===== config.mk =====
export PLATFORM = sky130hd
export DESIGN_NAME = tr_sequencer
export DESIGN_NICKNAME = d
export VERILOG_FILES = /design/src/rtl/tr_sequencer.sv
export SDC_FILE = /design/constraint.sdc
export NUM_CORES = 1
export LEC_CHECK = 0
export BUFFER_PORTS_ARGS = -buffer_cell sky130_fd_sc_hd__buf_2
export CAP_MARGIN = 20
export CORE_ASPECT_RATIO = 1.4
export CORE_MARGIN = 4
export CORE_UTILIZATION = 36
export CTS_CLUSTER_DIAMETER = 150
export DETAILED_ROUTE_END_ITERATION = 10
export GPL_ROUTABILITY_DRIVEN = 0
export SYNTH_ARGS = -nofsm -noshare
export SYNTH_HDL_FRONTEND = slang
export SYNTH_SLANG_ARGS = --single-unit

===== constraint.sdc =====
create_clock -name clk -period 10.5 [get_ports clk]
set_input_delay 0.525 -clock clk [delete_from_list [all_inputs] [get_ports clk]]
set_output_delay 0.525 -clock clk [all_outputs]
set_load 0.02 [all_outputs]

===== src/rtl/tr_sequencer.sv =====
module tr_sequencer #(
  parameter int N_EL  = 8,
  parameter int SW    = 20,
  parameter int LW    = 16,
  parameter int OVR_W = 8
) (
  input  logic                     clk,
  input  logic                     rst_n,
  input  logic                     msync,
  input  logic                     smp_en,
  input  logic                     arm,
  input  logic                     pause,
  input  logic                     halt,
  input  logic                     tbl_we,
  input  logic [$clog2(N_EL)-1:0]  tbl_addr,
  input  logic [SW-1:0]            tbl_start,
  input  logic [LW-1:0]            tbl_len,
  input  logic [1:0]               tbl_kind,
  output logic                     busy,
  output logic                     armed,
  output logic                     stopped,
  output logic [OVR_W-1:0]         overrun_cnt,
  output logic                     dma_tx,
  output logic                     dma_rx,
  output logic                     dma_grad,
  output logic                     gate_tx,
  output logic                     gate_rx
);
  localparam int AW = $clog2(N_EL);
  localparam int IW = AW + 1;
  localparam int EW = SW + 1;
  localparam logic [1:0] K_TX = 2'b00, K_RX = 2'b01, K_GR = 2'b10, K_END = 2'b11;

  logic [SW-1:0] t_start [N_EL];
  logic [LW-1:0] t_len   [N_EL];
  logic [1:0]    t_kind  [N_EL];

  logic [2:0]    ms_q;
  logic          running;
  logic [EW-1:0] cnt;
  logic [IW-1:0] idx;

  always_ff @(posedge clk or negedge rst_n) begin
    if (!rst_n) begin
      for (int i = 0; i < N_EL; i++) begin
        t_start[i] <= '0;
        t_len[i]   <= '0;
        t_kind[i]  <= K_END;
      end
    end else if (tbl_we) begin
      t_start[tbl_addr] <= tbl_start;
      t_len[tbl_addr]   <= tbl_len;
      t_kind[tbl_addr]  <= tbl_kind;
    end
  end

  wire           sync_edge = ms_q[1] & ~ms_q[2];
  wire           idx_ok    = idx < IW'(N_EL);
  wire [AW-1:0]  sel       = idx[AW-1:0];
  wire [1:0]     cur_kind  = t_kind[sel];
  wire [EW-1:0]  e_start   = {1'b0, t_start[sel]};
  wire [EW-1:0]  e_end     = e_start + EW'(t_len[sel]);
  wire           at_end    = !idx_ok || cur_kind == K_END;
  wire           in_win    = running && !at_end && cnt >= e_start && cnt < e_end;
  wire           go        = running && smp_en && !pause;
  wire           hit       = go && in_win;
  wire           passed    = running && !at_end && cnt >= e_end;
  wire           adv       = passed || (hit && cnt == e_end - EW'(1));

  assign busy     = running;
  assign dma_tx   = hit && cur_kind == K_TX;
  assign dma_rx   = hit && cur_kind == K_RX;
  assign dma_grad = hit && cur_kind == K_GR;
  assign gate_tx  = in_win && cur_kind == K_TX;
  assign gate_rx  = in_win && cur_kind == K_RX;

  always_ff @(posedge clk or negedge rst_n) begin
    if (!rst_n) begin
      ms_q        <= '0;
      running     <= 1'b0;
      cnt         <= '0;
      idx         <= '0;
      armed       <= 1'b0;
      stopped     <= 1'b0;
      overrun_cnt <= '0;
    end else begin
      ms_q <= {ms_q[1:0], msync};
      if (running && !halt) begin
        if (at_end) begin
          running <= 1'b0;
        end else begin
          if (go)  cnt <= cnt + EW'(1);
          if (adv) idx <= idx + IW'(1);
        end
      end
      if (sync_edge && !halt) begin
        if (running) begin
          if (overrun_cnt != '1) overrun_cnt <= overrun_cnt + OVR_W'(1);
        end else if (armed) begin
          running <= 1'b1;
          cnt     <= '0;
          idx     <= '0;
          armed   <= 1'b0;
        end else begin
          stopped <= 1'b1;
        end
      end
      if (halt) begin
        running <= 1'b0;
        armed   <= 1'b0;
      end
      if (arm) begin
        armed   <= 1'b1;
        stopped <= 1'b0;
      end
    end
  end


  strobe_onehot_chk: assert property (@(posedge clk) disable iff (!rst_n)
    $onehot0({dma_tx, dma_rx, dma_grad}));


  strobe_counts_chk: assert property (@(posedge clk) disable iff (!rst_n)
    (dma_tx || dma_rx || dma_grad) && !halt |=> cnt == $past(cnt) + EW'(1));


  gate_excl_chk: assert property (@(posedge clk) disable iff (!rst_n)
    !(gate_tx && gate_rx));


  start_needs_arm_chk: assert property (@(posedge clk) disable iff (!rst_n)
    $rose(running) |-> $past(armed));


  arm_consumed_chk: assert property (@(posedge clk) disable iff (!rst_n)
    $rose(running) && !$past(arm) |-> !armed);


  stop_idle_chk: assert property (@(posedge clk) disable iff (!rst_n)
    $rose(stopped) |-> !$past(running));


  overrun_busy_chk: assert property (@(posedge clk) disable iff (!rst_n)
    overrun_cnt != $past(overrun_cnt) |-> $past(running));


  pause_hold_chk: assert property (@(posedge clk) disable iff (!rst_n)
    $past(pause) && $past(running) && running |-> $stable(cnt));
endmodule


# After elaboration in Yosys (flattened, before gate mapping)
# Index checks and enable logic that the tools add are counted.
totals:
  input_bits: 49
  regBits: 343
classes:
  magnitude_cmp: 7
  add_sub_neg: 5
  mux: 44
  n_reduce_logical: 28
  bitwise_logic: 4
  n_eq_ne: 8
op_table:
  columns: ["operator", "count"]
  rows:
  - ["$bwmux W160", 1]
  - ["$bwmux W128", 1]
  - ["$mux W21", 6]
  - ["$bmux W20 S3", 1]
  - ["$demux W20 S3", 1]
  - ["$mux W20", 3]
  - ["$bmux W16 S3", 1]
  - ["$demux W16 S3", 1]
  - ["$mux W16", 3]
  - ["$mux W4", 6]
  - ["$add A20 B16 Y21", 1]
  - ["$add A21 B1 Y21 const B", 1]
  - ["$eq A21 B21 Y1", 1]
  - ["$ge A21 B20 Y1", 1]
  - ["$ge A21 B21 Y1", 1]
  - ["$lt A21 B21 Y1", 1]
  - ["$sub A21 B1 Y21 const B", 1]
  - ["$bwmux W16", 1]
  - ["$logic_and A1 B1 Y1", 16]
  - ["$mux W1", 14]
  - ["$add A8 B1 Y8 const B", 1]
  - ["$ge A4 B4 Y1 const B", 2]
  - ["$ne A8 B8 Y1 const B", 1]
  - ["$not A3 Y4", 2]
  - ["19 further kinds", 28]

# Depth between registers and ports, before layout
# Gate-level depths: netlist (run 1).
logic_depth:
  depth_word: 19
  mapped_depth: 28
  depth_no_buf: 24

# Worst setup path after synthesis (run 1)
# OpenSTA, ideal clock, no wires.
synth_timing:
  path_kind: "register to register"
  from: "register idx[0]"
  to: "register idx[2]"
  path_stages_with_launch: 24
  arrival_ns: 7.158
  setup_ns: 0.083
  path_slack_ns: 3.259
  synth_period_minus_slack_ns: 7.241
  path_cell_list: "dfrtp_1 buf_2 buf_2 buf_1 buf_1 mux4_2 mux2_2 ha_1 and3_2 o21ai_2 a2111oi_4 o32ai_2 or3b_2 ha_1 o211ai_1 nor2_1 a221o_1 a211oi_1 o311a_1 nand2_1 or4_1 or4_4 a21boi_2 mux2i_1"
synth_between:
  elab_chain_len: 19
  word_cells_on_any_way: 35
  cone_classes: "add/sub: 3; order compare: 4; eq/ne: 2; mux: 15; bitwise: 1; reduce/logical: 10"
synth_lines:
  columns: ["element", "line", "source"]
  rows:
  - ["start: declaration", "41", "logic [IW-1:0] idx;"]
  - ["start signal: assignment", "93", "if (adv) idx <= idx + IW'(1);"]
  - ["branches (longest 14 deep; another with $add A20 B16 Y21)", null, null]
  - ["$mux W4 *", "89", "if (at_end) begin"]
  - ["$mux W4 *", "88", "if (running && !halt) begin"]
  - ["$mux W4", "99", "end else if (armed) begin"]
  - ["$mux W4", "97", "if (running) begin"]
  - ["$mux W4 *", "96", "if (sync_edge && !halt) begin"]
# Mark *: on every way between the ends. The select of a mux whose other input is x is not followed.
# A chain may end at the register's enable or synchronous reset.

# Worst setup path after layout (run 1)
layout_timing:
  from: "register idx[0]"
  to: "output port dma_grad"
layout_between:
  elab_chain_len: 12
  word_cells_on_any_way: 24
  cone_classes: "add/sub: 1; order compare: 3; eq/ne: 2; mux: 9; bitwise: 1; reduce/logical: 8"
layout_lines:
  columns: ["element", "line", "source"]
  rows:
  - ["branches (longest 11 deep; another with $add A20 B16 Y21)", null, null]
  - ["$logic_and A1 B1 Y1 *", "73", "assign dma_grad = hit && cur_kind == K_GR;"]
  - ["end: declaration", "25", "output logic dma_grad,"]
# Marks and branches as above.

==> results.md, run 1 <==
* DP HPWL at 29600 µm
* Switching pwr at 1.65 mW
* Core Footprint at 50400 µm²
* WL/cell at 21.5 µm
* Via/cell ratio at 5.53
* Clock tree buffer depth at 3
* Ys async rst share at 1.00
* Setup repair bufs after CTS at 0
* Num CTS Buffers at 35
* Largest net degree at the start of global routing at 177
* Fin nets at 1545
* I/O pins at 65
* Seq/Total Area, Yosys at 0.467
* Number of global-route vias before repair at 12.6k
* Mean Syn Cell Area at 13.3 µm²
* Clock Skew at 0.0236 ns
* Slew @ Worst Pin at 1.10 ns
* Yosys top cell area share at 0.444
* Routed Antenna Nets at 0
* Flop pwr share at 0.362
* Fillers at 4634
* Input/output buffers at 64
* Non-filler instance count after layout at 2103
* CTS tree: yes
* Synth area leaders: dfrtp_1 44%, mux2_2 20%, mux4_2 9.3%
* Final Hold Fails at 5
* Die area at 54900 µm²
* Pleak at 8.62 nW
* Initial DRC count at 570
* Starting density of the core at 0.366
* H-tree levels at 2
* Fin crit share at 0.735
* # DRC at 0
* Slew Limit Fails at 0
* Root Buffer Master: clkbuf_16
* Hold Crit Class: primary input to asynchronous set/reset pin
* Crit path DAT at 7.20 ns
* PostCTS Resize Cnt at 0
* GRT Resource Usage Total at 0.167
* Area growth, synth to finish at 11.8%
* Synth cell types at 92
* Yosys warns at 0
* # setup viols final at 0
* Final WL at 45200 µm
* Initial antenna violation count at 3
* Pre-CTS setup slack at 2.99 ns
* Mapped Nets at 1500
* TNS Setup at 0 ns
* Ys flop type: dfrtp_1
* RSZ-0062 raised after global routing: no
* Pwr dens at 234 nW/µm²
* Crit path time final at 7.72 ns
* Final setup margin at 2.78 ns
* Synth area leader: dfrtp_1
* Critical path capture point type: output pin
* Remaining global-route overflow at 0
* CTS Sinks at 343
* Layout Utilization at 0.409
* Chip height at 276 µm
* Crit path kind: flop to output pin
* Clock share of power at 0.263
* Post-CTS Hold Fix Bufs at 0
* Cell Rows at 97
* Worst-path clk slew at 0.06 ns
* Synth Register Bits at 343
* Logic pwr share at 0.375
* Layout cells sized above 1 at 0.404
* Max cap viols at 0
* Synthesized cell area at 18400 µm²
* Final hold slack at -0.0208 ns
* Slew HR at 0.266
* DRT Pass-1 Iters at 5
* Power Internal at 3.18 mW
* Sw Ratio at 0.342
* Total vias in the final route at 11.6k
* Worst-path maximum fanout at 48
* Status: finished with violations
* First-pass GRT wire length at 72600 µm
* EDFF count, synth at 0
* Setup crit start kind: flop
* Placed insts at 2041
* Fmax achieved at 0.130 GHz
* Die X at 199 µm
* Synth Instances at 1390
* Worst EP required at 9.98 ns
* Worst vdd ir at 0.121 mV
* Clk Latency, worst-skew pair at 0.54 ns
* Failing checks: hold timing
==> cell usage in the layout (no fill, tap or decap), types with 4 or more instances in the layout <==
master and instances:
a31oi_1 5, mux4_2 76, dfstp_2 16, or2_2 5, or4_1 5, nor2b_1 4, o21a_1 10, mux2_2 323
a21oi_1 27, nor3b_1 4, nor2_1 56, nand3_1 27, nand4b_1 6, ha_1 60, and4_1 5, o211ai_1 5
clkbuf_1 9, a21oi_2 4, buf_4 11, dfrtp_1 324, a211oi_1 6, and3_1 12, nor4_1 8, a211o_1 5
xor2_1 26, xnor2_1 30, nand2b_1 8, o21ai_0 18, a21o_1 16, nor3_1 12, or3_1 5, nand2_1 46
nand4_1 15, buf_2 63, clkbuf_8 6, mux2i_1 23, inv_1 41, clkbuf_16 36
==> per-stage QoR <==
step | total power [mW] | instance area, µm²
2_1_floorplan | 3.12 | 18400
3_3_place_gp | 3.53 | 19400
3_5_place_dp | 3.58 | 19400
4_1_cts | 4.87 | 20600
5_1_grt | 5.13 | 20600
6_report | 4.83 | 20600
==> power by group through the flow <==
stage	registers, mW	clock network (mW)	logic (mW)
after floorplan	1.71	0	1.41
after global placement	1.76	0	1.77
after detailed placement	1.77	0	1.81
after CTS	1.75	1.30	1.82
after global routing	1.78	1.35	2.00
final	1.75	1.27	1.81
==> per-layer routing <==
| layer | up-vias | part of all wire | track usage |
|---|---|---|---|
| met5 | - | 0.00029 | 0 |
| met4 | 2 | 0.030 | 0.0562 |
| met3 | 70 | 0.029 | 0.0203 |
| met2 | 202 | 0.52 | 0.294 |
| met1 | 6068 | 0.42 | 0.214 |
| li1 | 5296 | - | - |
==> synth_stat cells, drive strengths merged, types with 22 or more instances <==
cell,count
ha,60
inv,42
nand3,27
xnor2,31
nand2,46
dfrtp,327
clkbuf,37
a21oi,31
mux2i,24
nor2,56
mux2,323
buf,32
mux4,76
xor2,26
o21ai,22
==> critical path: stages (launching register included) <==
cell and delay, ns:
dfrtp_4 0.88, buf_12 0.43, mux4_2 0.55, mux2i_1 0.36, inv_1 0.08, ha_1 0.46
nand3_1 0.23, a211o_1 0.37, o21a_1 0.23, o21a_1 0.21, xnor2_1 0.48, inv_1 0.13
ha_1 0.32, nor2b_1 0.14, o21ai_0 0.13, o21ai_0 0.11, nor2_1 0.17, a21boi_0 0.27
o311a_1 0.26, nor4b_1 0.51, buf_2 0.27
==> area by class of cell <==
cell class / instances / area [µm²] / share of cell area
Antenna cell: 1 / 2.50 / 0.000121
Clock buffer: 51 / 1020 / 0.0494
Clock inverter: 10 / 145 / 0.00704
Inverter: 43 / 161 / 0.00783
Multi-Input combinational cell: 935 / 9410 / 0.457
Sequential cell: 343 / 8610 / 0.418
Tap cell: 643 / 805 / 0.0391
Timing Repair Buffer: 77 / 453 / 0.0220
==> registers in the layout, indices dropped and copies added (netlist names) <==
register,count
armed,1
cnt,21
idx,4
t_kind,16
overrun_cnt,8
ms_q,3
busy,1
t_start,160
t_len,128
stopped,1
==> cells by family after synthesis <==
family                     share of synthesized area
AOI/OAI and AO/OA                             0.0604
xor gates and xnor gates                      0.0312
adders and majority gates                     0.0418
buffers and inverters                         0.0238
DFF                                            0.467
muxes                                          0.303
and+or+nand+nor                               0.0724
==> path summary, 6_finish.rpt <==
path,depth (start not counted),start,slack (ns),to
worst max-delay path,20,idx[0],2.78,dma_grad
worst min-delay path,1,rst_n,-0.02,t_len[88]
worst max register to register,23,idx[0],3.00,idx[0]
worst min register to register,0,ms_q[0],0.35,ms_q[1]
max in group asynchronous,3,rst_n,8.19,overrun_cnt[2]
min in group clk,1,msync,0.11,ms_q[0]
(Power assumes the default switching activity.)
==> run 2, diff against run 1 <==
==> constraint.sdc (replaced) <==
create_clock -name clk -period 6.4 [get_ports clk]
set_input_delay 0.32 -clock clk [delete_from_list [all_inputs] [get_ports clk]]
set_output_delay 0.32 -clock clk [all_outputs]
set_load 0.02 [all_outputs]
==> results.md, run 2 (synthesis results as in run 1) <==
* WL/cell at 20.9 µm
* Crit path time final at 6.22 ns
* Hold path cells at 2
* Clk Latency, worst-skew pair at 0.53 ns
* Die X at 199 µm
* Routed Antenna Nets at 0
* Hold path start: tbl_start[10]
* Fin nets at 1637
* Final WL at 45900 µm
* Number of global-route vias before repair at 12.8k
* Slew Limit Fails at 0
* Slew HR at 0.384
* Worst EP required at 6.08 ns
* CTS tree: yes
* Ant. Diodes at 0
* Worst-path clk slew at 0.07 ns
* Worst-path maximum fanout at 7
* Clock tree buffer depth at 3
* DP HPWL at 30500 µm
* Initial antenna violation count at 1
* First-pass GRT wire length at 72300 µm
* # setup viols final at 0
* Largest reg by FF count: t_start
* H-tree levels at 2
* Clock Skew at 0.0120 ns
* Slew @ Worst Pin at 0.915 ns
* Finished layout cell area at 21700 µm²
* Final setup margin at 0.178 ns
* Worst vdd ir at 0.232 mV
* DRT Pass-1 Iters at 5
* Post-route total power at 8.48 mW
* Commonest non-fill, non-tap cell in the layout: dfrtp_1
* Root Buffer Master: clkbuf_16
* Largest registers: t_start: 160 flops, t_len: 128 flops, cnt: 21 flops
* Remaining global-route overflow at 0
* Met3 WL at 1180 µm
* Critical path capture point type: output pin
* Final Hold Fails at 0
* Largest net degree at the start of global routing at 164
* Die area at 54900 µm²
* Highest Signal Layer: met4
* Met1 WL at 19200 µm
* Total length of routed met2 wires at 24200 µm
* Core Footprint at 50400 µm²
* DP Area at 20000 µm²
* Starting density of the core at 0.366
* # DRC at 0
* GRT Resource Usage Total at 0.167
* Setup crit start kind: flop
* Flip-flop and latch area at 8610 µm²
* Num CTS Buffers at 35
* Footprint of the multi-input gates at 9600 µm²
* Most frequent cells in the layout: 324 x dfrtp_1, 321 x mux2_2, 88 x buf_4, 76 x mux4_2, 63 x buf_2
* Fillers at 4555
* I/O pins at 65
* Max reg flops at 160
* Area growth, synth to finish at 17.6%
* Crit path from: idx[0]
* Input/output buffers at 64
* Fin crit share at 0.972
* Chip height at 276 µm
* Layout cells sized above 1 at 0.459
* Non-filler instance count after layout at 2197
* Via/cell ratio at 5.49
* Crit path kind: flop to output pin
* Initial DRC count at 534
* Pleak at 9.18 nW
* Status: finished clean
* Crit path DAT at 5.90 ns
* Total vias in the final route at 12.1k
* Worst Reg-to-Reg Cells at 27
* Placed insts at 2105
* Pre-CTS setup slack at -0.0224 ns
* Max cap viols at 0
* Hold Crit Class: primary input to flop
* CTS Sinks at 343
* Cell Rows at 97
* Reg2Reg Launch Point: idx[0]
* Pwr dens at 391 nW/µm²
* Fmax achieved at 0.161 GHz
## run 2: cell types whose count changed in the layout (fill, tap and decap cells not counted), moves of 4 or more
cell,delta
clkbuf_1,-5
a21oi_1,-4
clkbuf_8,+6
ha_4,+5
ha_1,-7
mux2i_2,+5
buf_4,+77
mux2i_1,-6
buf_12,+7
## run 2: layer usage
metal,global-route usage,vias to the layer above
met2,0.302,174
met5,0,-
met4,0.0513,0
met3,0.0183,73
li1,-,5481
met1,0.209,6336
## run 2: timing repair
| item | CTS | global route |
|---|---|---|
| endpoints found under the hold margin | 123 | 0 |
| setup buffers | 2 | 21 |
| setup endpoints to repair | 5 | 9 |
| hold buffers | 3 | 0 |
| gates cloned | 0 | 1 |
| pin swaps | 0 | 14 |
| resized for setup | 2 | 44 |
## run 2: metrics by stage
stage               utilization  hold WS (ns)  TNS, ns
floorplan                     -        0.0244        0
global placement          0.396         0.335  -0.0267
detailed placement        0.396         0.340  -0.0224
CTS                       0.422        0.0995        0
global route              0.430         0.117  -0.0775
finish                    0.430         0.121        0
## run 2: layout make-up
cell class	instances	area share
Timing Repair Buffer	169	0.0596
Clock buffer	52	0.0499
Sequential cell	343	0.397
Inverter	43	0.00744
Clock inverter	12	0.00623
Multi-Input combinational cell	935	0.443
Tap cell	643	0.0371
## run 2: final timing paths
| check | endpoint | slack, ns |
|---|---|---|
| worst min-delay path | t_start[30] | 0.12 |
| worst max register to register | idx[2] | 0.19 |
| worst min register to register | ms_q[1] | 0.35 |
| min in group asynchronous | t_start[1] | 0.47 |
| worst max-delay path | dma_rx | 0.18 |
| max in group asynchronous | idx[0] | 4.48 |
## run 2: critical path: stages (launching register included)
cell	delay [ns]
dfrtp_4	0.50
buf_12	0.16
buf_4	0.13
buf_4	0.15
mux4_2	0.41
mux2i_1	0.15
buf_4	0.17
inv_1	0.05
ha_1	0.30
buf_4	0.17
a21oi_2	0.17
o221a_2	0.22
o211ai_1	0.10
o32ai_2	0.35
buf_4	0.20
xor2_1	0.22
inv_1	0.10
ha_1	0.31
nand4_1	0.12
o21ai_1	0.18
nor2_1	0.09
a21boi_2	0.16
o311a_1	0.31
buf_4	0.16
and3_1	0.18
nor2b_1	0.12
buf_2	0.17
## run 2: report_power, final
part	internal (mW)	leakage, nW	switching, mW	total [mW]
clock network	1.26	0.603	0.874	2.13
registers	2.62	4.15	0.217	2.84
logic	1.73	4.43	1.78	3.51
